--- config.mk ---
export PLATFORM = sky130hd
export DESIGN_NAME = sdram_bytemask_unit
export DESIGN_NICKNAME = d
export VERILOG_FILES = /design/src/rtl/sdram_bytemask_unit.sv
export SDC_FILE = /design/constraint.sdc
export NUM_CORES = 1
export LEC_CHECK = 0
export ABC_AREA = 1
export BUFFER_PORTS_ARGS = -buffer_cell sky130_fd_sc_hd__clkbuf_2
export CORE_UTILIZATION = 64
export CTS_BUF_LIST = sky130_fd_sc_hd__clkbuf_8
export DETAILED_ROUTE_END_ITERATION = 10
export GPL_ROUTABILITY_DRIVEN = 1
export GPL_TIMING_DRIVEN = 0
export PLACE_DENSITY = 0.81
export SLEW_MARGIN = 25
export SYNTH_ARGS = -nofsm -noshare
export SYNTH_HDL_FRONTEND = slang
export SYNTH_SLANG_ARGS = --single-unit
export TNS_END_PERCENT = 1
--- constraint.sdc ---
create_clock -name clk -period 3.4 [get_ports clk]
set_input_delay 0.51 -clock clk [delete_from_list [all_inputs] [get_ports clk]]
set_output_delay 0.51 -clock clk [all_outputs]
set_load 0.01 [all_outputs]
--- src/rtl/sdram_bytemask_unit.sv ---
module sdram_bytemask_unit #(
  parameter int ADDR_W = 4,
  parameter int LANE_W = 8
) (
  input  logic                  clk,
  input  logic                  rst,
  input  logic                  burst_en,
  input  logic                  wr_sel,
  input  logic [ADDR_W-1:0]     start_addr,
  input  logic                  mask_hi,
  input  logic                  mask_lo,
  input  logic [2*LANE_W-1:0]   wdata,
  output logic [2*LANE_W-1:0]   rdata,
  output logic                  oe_hi,
  output logic                  oe_lo
);
  localparam int DW    = 2 * LANE_W;
  localparam int DEPTH = 1 << ADDR_W;

  logic [DW-1:0]     mem [DEPTH];
  logic [ADDR_W-1:0] addr_q, cur;
  logic              act_q, wr_q, first, wr_go, rd_go;
  logic [1:0]        msk;
  logic [DW-1:0]     d1, d2;
  logic [1:0]        m1, m2;
  logic              v1, v2;

  assign msk   = {mask_hi, mask_lo};
  assign wr_go = burst_en && wr_sel;
  assign rd_go = burst_en && !wr_sel;
  assign first = burst_en && (!act_q || (wr_q != wr_sel));
  assign cur   = first ? start_addr : addr_q;

  always_ff @(posedge clk) begin
    if (rst) begin
      addr_q <= '0;
      act_q  <= 1'b0;
      wr_q   <= 1'b0;
    end else begin
      act_q <= burst_en;
      wr_q  <= wr_sel;
      if (burst_en) addr_q <= cur + 1'b1;
    end
  end

  always_ff @(posedge clk) begin
    if (!rst && wr_go)
      for (int l = 0; l < 2; l++)
        if (!msk[l]) mem[cur][l*LANE_W +: LANE_W] <= wdata[l*LANE_W +: LANE_W];
  end

  always_ff @(posedge clk) begin
    if (rst) begin
      v1 <= 1'b0;  v2 <= 1'b0;
      m1 <= 2'b11; m2 <= 2'b11;
      d1 <= '0;    d2 <= '0;
    end else begin
      v1 <= rd_go;
      m1 <= msk;
      d1 <= mem[cur];
      v2 <= v1;
      m2 <= m1;
      d2 <= d1;
    end
  end

  assign rdata = d2;
  assign oe_hi = v2 && !m2[1] && !(act_q && wr_q);
  assign oe_lo = v2 && !m2[0] && !(act_q && wr_q);

  AST_OE_HI_SOURCE: assert property (@(posedge clk) disable iff (rst)
    oe_hi |-> $past(rd_go && !mask_hi, 2));
  AST_OE_LO_SOURCE: assert property (@(posedge clk) disable iff (rst)
    oe_lo |-> $past(rd_go && !mask_lo, 2));
  AST_NO_OE_AFTER_WRITE: assert property (@(posedge clk) disable iff (rst)
    $past(wr_go && !rst) |-> (!oe_hi && !oe_lo));
  AST_ADDR_STEP: assert property (@(posedge clk) disable iff (rst)
    (burst_en && $past(burst_en && !rst) && wr_sel == $past(wr_sel))
      |-> cur == ADDR_W'($past(cur) + 1'b1));
  AST_WRITE_LANDS: assert property (@(posedge clk) disable iff (rst)
    (wr_go && !mask_lo) |=> mem[$past(cur)][LANE_W-1:0] == $past(wdata[LANE_W-1:0]));
  AST_MASK_HOLDS: assert property (@(posedge clk) disable iff (rst)
    (wr_go && mask_hi) |=> mem[$past(cur)][DW-1:LANE_W] == $past(mem[cur][DW-1:LANE_W]));
endmodule

[Yosys cells after proc, flatten, opt, wreduce, memory -nomap -nowiden]
Memory sizes are Yosys's and may differ from the RTL's. A register that Yosys moved wholly into a read port is not among the register bits.
Cells that the tools add are included.
Operators by class
  reduce and logical (&&, ||, !) cells: 16
  equality and inequality tests: 1
  mux-type cells: 7
  add/subtract/negate cells: 1
Operator list (number)
  logical AND 1 bit: 9
  zero test 1 bit: 6
  two-way mux 1 bit: 6
  adder 4 x 1 -> 4 bit (second input constant): 1
  two-way mux 4 bit: 1
  logical OR 1 bit: 1
  inequality test 1 bit: 1
Storage, ports and cells
  bits in writable memories: 256
  input port bits: 26
  memories: 1
  bits in registers: 28
  output and inout bits: 18
  word-level logic and storage cells: 34
Memory list
  mem: depth 16, bits a word 16, rd ports 1, clocked after memory_dff 1, write ports 1, RTL line 20  | logic [DW-1:0] mem [DEPTH];

[Logic depth before layout (Yosys ltp)]
  depth in word-level cells: 5
  gate-level depth with buffers: 16
  gate-level depth less buffers: 14

[Least setup slack after synthesis]
No wires, ideal clock.
  kind: input-to-reg
  start: input port wr_sel
  end: memory mem[1][0] in the netlist's numbering, enable pin
  slack: 0.849 ns
  arrival: 2.167 ns
  library setup time: 0.383 ns
  buffers on the path: 1
  stages on the path: 10
  path through: inv_1 -> nand2_1 -> nand3_4 -> nand2_8 -> o21ai_2 -> inv_2 -> nor2_4 -> buf_4 -> inv_2 -> nor3_1
Between the ends
  longest elaborated chain between the ends: 4
Ends and longest elaborated chain
  start, declared: RTL line 8  | input logic wr_sel,
  inequality test 1 bit or logical AND 1 bit (tied branches): RTL line 31, 29
  logical OR 1 bit or logical AND 1 bit (tied branches): RTL line 31, 47
  logical AND 1 bit or two-way mux 1 bit (tied branches): RTL line 31, 47
  two-way mux 4 bit or two-way mux 1 bit (tied branches): RTL line 32, 49
  end, declared: RTL line 20
Several ways; a longest one is shown, not always the timed one.

[Worst setup path in the final report]
  start: register wr_q
  end: memory mem[10][2] in the netlist's numbering, enable pin
Between the ends
  longest elaborated chain between the ends: 4
Ends and longest elaborated chain
  start, declared: RTL line 22  | logic act_q, wr_q, first, wr_go, rd_go;
  start signal, assigned: RTL line 41  | wr_q <= wr_sel;
  inequality test 1 bit: RTL line 31  | assign first = burst_en && (!act_q || (wr_q != wr_sel));
  logical OR 1 bit: RTL line 31
  logical AND 1 bit: RTL line 31
  two-way mux 4 bit: RTL line 32  | assign cur = first ? start_addr : addr_q;
No other way between the ends.

==> results.md <==
* Antenna violations before repair at 0
* Clock transition at path regs at 0.06 ns
* Cells after synthesis at 1219
* Worst relative slew slack at 29.8%
* Fill cell count at 1342
* Area of the mapped netlist at 12600 um2
* CTS resizes at 0
* Initial Util at 66.3%
* Min Hold Slack at 0.164 ns
* Global routing usage on met1 at 45.9%
* CTS tree: yes
* Most area-hungry cell type in the Yosys netlist: edfxtp_1
* Clock H-tree levels at 2
* WP data arrival at 2.99 ns
* TNS Setup at 0 ns
* Distinct cells, synth at 26
* Synth Flop Type: edfxtp_1
* DR vias at 9122
* Share of cells above drive strength 1 at 15.2%
* Post-synth EDFFs at 256
* Top Usage Layer GRT: met2
* Syn Area/Cell at 10.3 um2
* Post-DP HPWL at 21300 um
* P&R area growth vs syn at 11.7%
* Sequential Area at 8570 um2
* Internal Pwr Total at 5.65 mW
* Worst slew pin tran at 1.04 ns
* Root Buffer: clkbuf_8
* CP Launch Type: flip-flop
* Syn Nets at 1245
* Crit end category: flip-flop
* F_max at 355 MHz
* Register share of total power at 53.2%
* Final hold vios at 0
* Hold Crit Class: input pin to flip-flop
* Post-synthesis sequential area ratio at 68.1%
* Area of the multi-input gates at 3540 um2
* Post-DP Area at 13200 um2
* Final period util at 82.9%
* Largest net degree at the start of global routing at 17
* Row Count at 50
* Maximum buffer depth of the clock tree at 3
* Met3 Usage GRT at 7.07%
* Worst skew pair latency at 0.55 ns
* Sw Pwr at 1.99 mW
* Max-cap viol count at 0
* DRT Wirelength at 31900 um
* DRC Markers at 0
* Die ar. at 20200 um2
* CTS Hold Bufs at 0
* ANT nets after route at 0
* Top Ports at 44
* CORE AREA at 19000 um2
* Global Route Usage Sum at 33.2%
* R2R depth at 10
* First-pass GRT wire length at 48100 um
* Most used cell, CP: nand2_1
* Iter 0 DRT Violations at 989
* DIE HEIGHT at 142 um
* Critical-path top delay cell: nor3_1
* RSZ-0062 raised after global routing: no
* Minimum clock period at 2.82 ns
* Clk sink count at 300
* Pins Over Slew Limit at 0
* M2 GR Usage at 50.9%
* Peak supply drop at 0.424 mV
* Post-CTS setup repair buffer count at 0
* Ant. Diodes at 0
* Vias/cell at 5.70
* # setup viols final at 0
* Ys async rst share at 0%
* Avg WL per Cell at 20.0 um
* Combinational share of power at 12.1%
* Num CTS Buffers at 45
* PD cells at 544 nW/um2
* Port bufs at 41
* Most common library cells after synthesis: nand2_1 (515), edfxtp_1 (256), nand3_1 (179)
* Synth top area share at 61.1%
* DIE WIDTH at 142 um
* Pre-CTS setup slack at -0.00284 ns
* CP max stage delay at 0.82 ns
* CP Data Required Time at 3.57 ns
* Status: complete, no violations
* Crit. Startpoint: wr_q
* Nets at 1333
* Most frequent cell after synthesis: nand2_1
* Hold Startpoint: wr_sel
* #FFs+latches synth at 300
* Congestion Overflow GR at 0
* Leak Pwr at 5.85 nW
* Design area at 14000 um2
* Crit Path Category: flip-flop to flip-flop
* Clock network power share at 34.7%
* Sw Share at 26.0%
* Worst path cell trace: inv_1 -> nand2_1 -> nand3_4 -> nand2_8 -> nand2_1 -> o21ai_2 -> nor2_2 -> buf_2 -> inv_2 -> nor3_1
* Clk_skew at 0.0185 ns
* Worst reg2reg startpoint: wr_q
* Slack of the critical path at 0.582 ns
* Hold Crit Depth at 2
* Drt pass-1 iters at 6
* Placer Congestion at 0.995
* Max FO, Critical Path at 10
* Synth warn at 0
* Ranking of synthesized cells by area: edfxtp_1 (61%), nand2_1 (15%), nand3_1 (7.1%)
* Worst R2R Setup Slack at 0.58 ns
* Vias in the first global route at 8614
final cells by class:
| cell class | count | area share, % |
|---|---|---|
| Sequential cell | 300 | 61.0 |
| Buffer | 73 | 3.15 |
| Multi-Input combinational cell | 804 | 25.2 |
| Timing Repair Buffer | 41 | 1.46 |
| Inverter | 42 | 1.12 |
| Tap cell | 260 | 2.32 |
| Clock inverter | 32 | 1.11 |
| Clock buffer | 47 | 4.61 |
critical path: cells and delay by family (launching register included):
| kind | cells | cell delay, ns |
|---|---|---|
| AOI/OAI and AO/OA | 1 | 0.10 |
| buffers and inverters | 3 | 0.48 |
| DFF | 1 | 0.32 |
| and+or+nand+nor | 6 | 1.52 |
layout by cell type, fill, tap and decap left out:
master	instances
nand2_1	515
edfxtp_1	256
nand3_1	179
nor2_1	55
inv_1	53
clkbuf_8	47
dfxtp_1	44
clkbuf_2	41
buf_2	39
nor3_2	27
clkbuf_1	14
buf_6	13
clkinv_1	9
inv_2	7
buf_4	6
nor3_1	5
nand2_2	4
nor2_4	3
o211ai_1	3
o21ai_2	2
nor2_2	2
or2_2	2
clkinvlp_4	2
clkinv_2	2
nand3_4	1
nand2_8	1
o21ai_4	1
nand3_2	1
nand2_4	1
buf_1	1
a21oi_1	1
o21ai_0	1
bufinv_16	1
final timing paths:
kind / endpoint
worst max-delay path: mem[10][2]
worst min-delay path: v1
worst max register to register: mem[10][2]
worst min register to register: rdata[7]
power groups by stage:
| stage | Sequential [mW] | Clock, mW | Combinational (mW) |
|---|---|---|---|
| finish | 4.06 | 2.65 | 0.927 |
| CTS | 4.06 | 2.66 | 0.896 |
| floorplan | 4.15 | 0 | 0.558 |
| global placement | 4.14 | 0 | 0.867 |
| global route | 4.07 | 2.82 | 1.01 |
| detailed placement | 4.14 | 0 | 0.891 |
layer usage:
layer	vias up	part of all wire, %
met3	95	11
met5	-	0
met4	0	4.2
met2	521	45
met1	4257	40
li1	4249	-
logic make-up after synthesis:
group	count (synthesis)	synth area share, %
flops	300	68.1
buf+inv	115	4.78
compound gates	8	0.527
simple gates	796	26.5
sequential cells by signal (all words and copies together), names as in the netlist:
register and cells:
d1 16, m1 2, wr_q 1, m2 2
rdata 16, mem 256, v2 1, act_q 1
addr_q 4, v1 1
through the flow:
stage	power (mW)	util, %	instances
4_1_cts	7.62	73.8	1599
5_1_grt	7.89	74.1	1599
2_1_floorplan	4.70	-	1219
3_3_place_gp	5.01	69.1	1520
3_5_place_dp	5.03	69.5	1520
6_report	7.64	74.1	1599
Note: power is estimated with default switching activity, not from simulation.
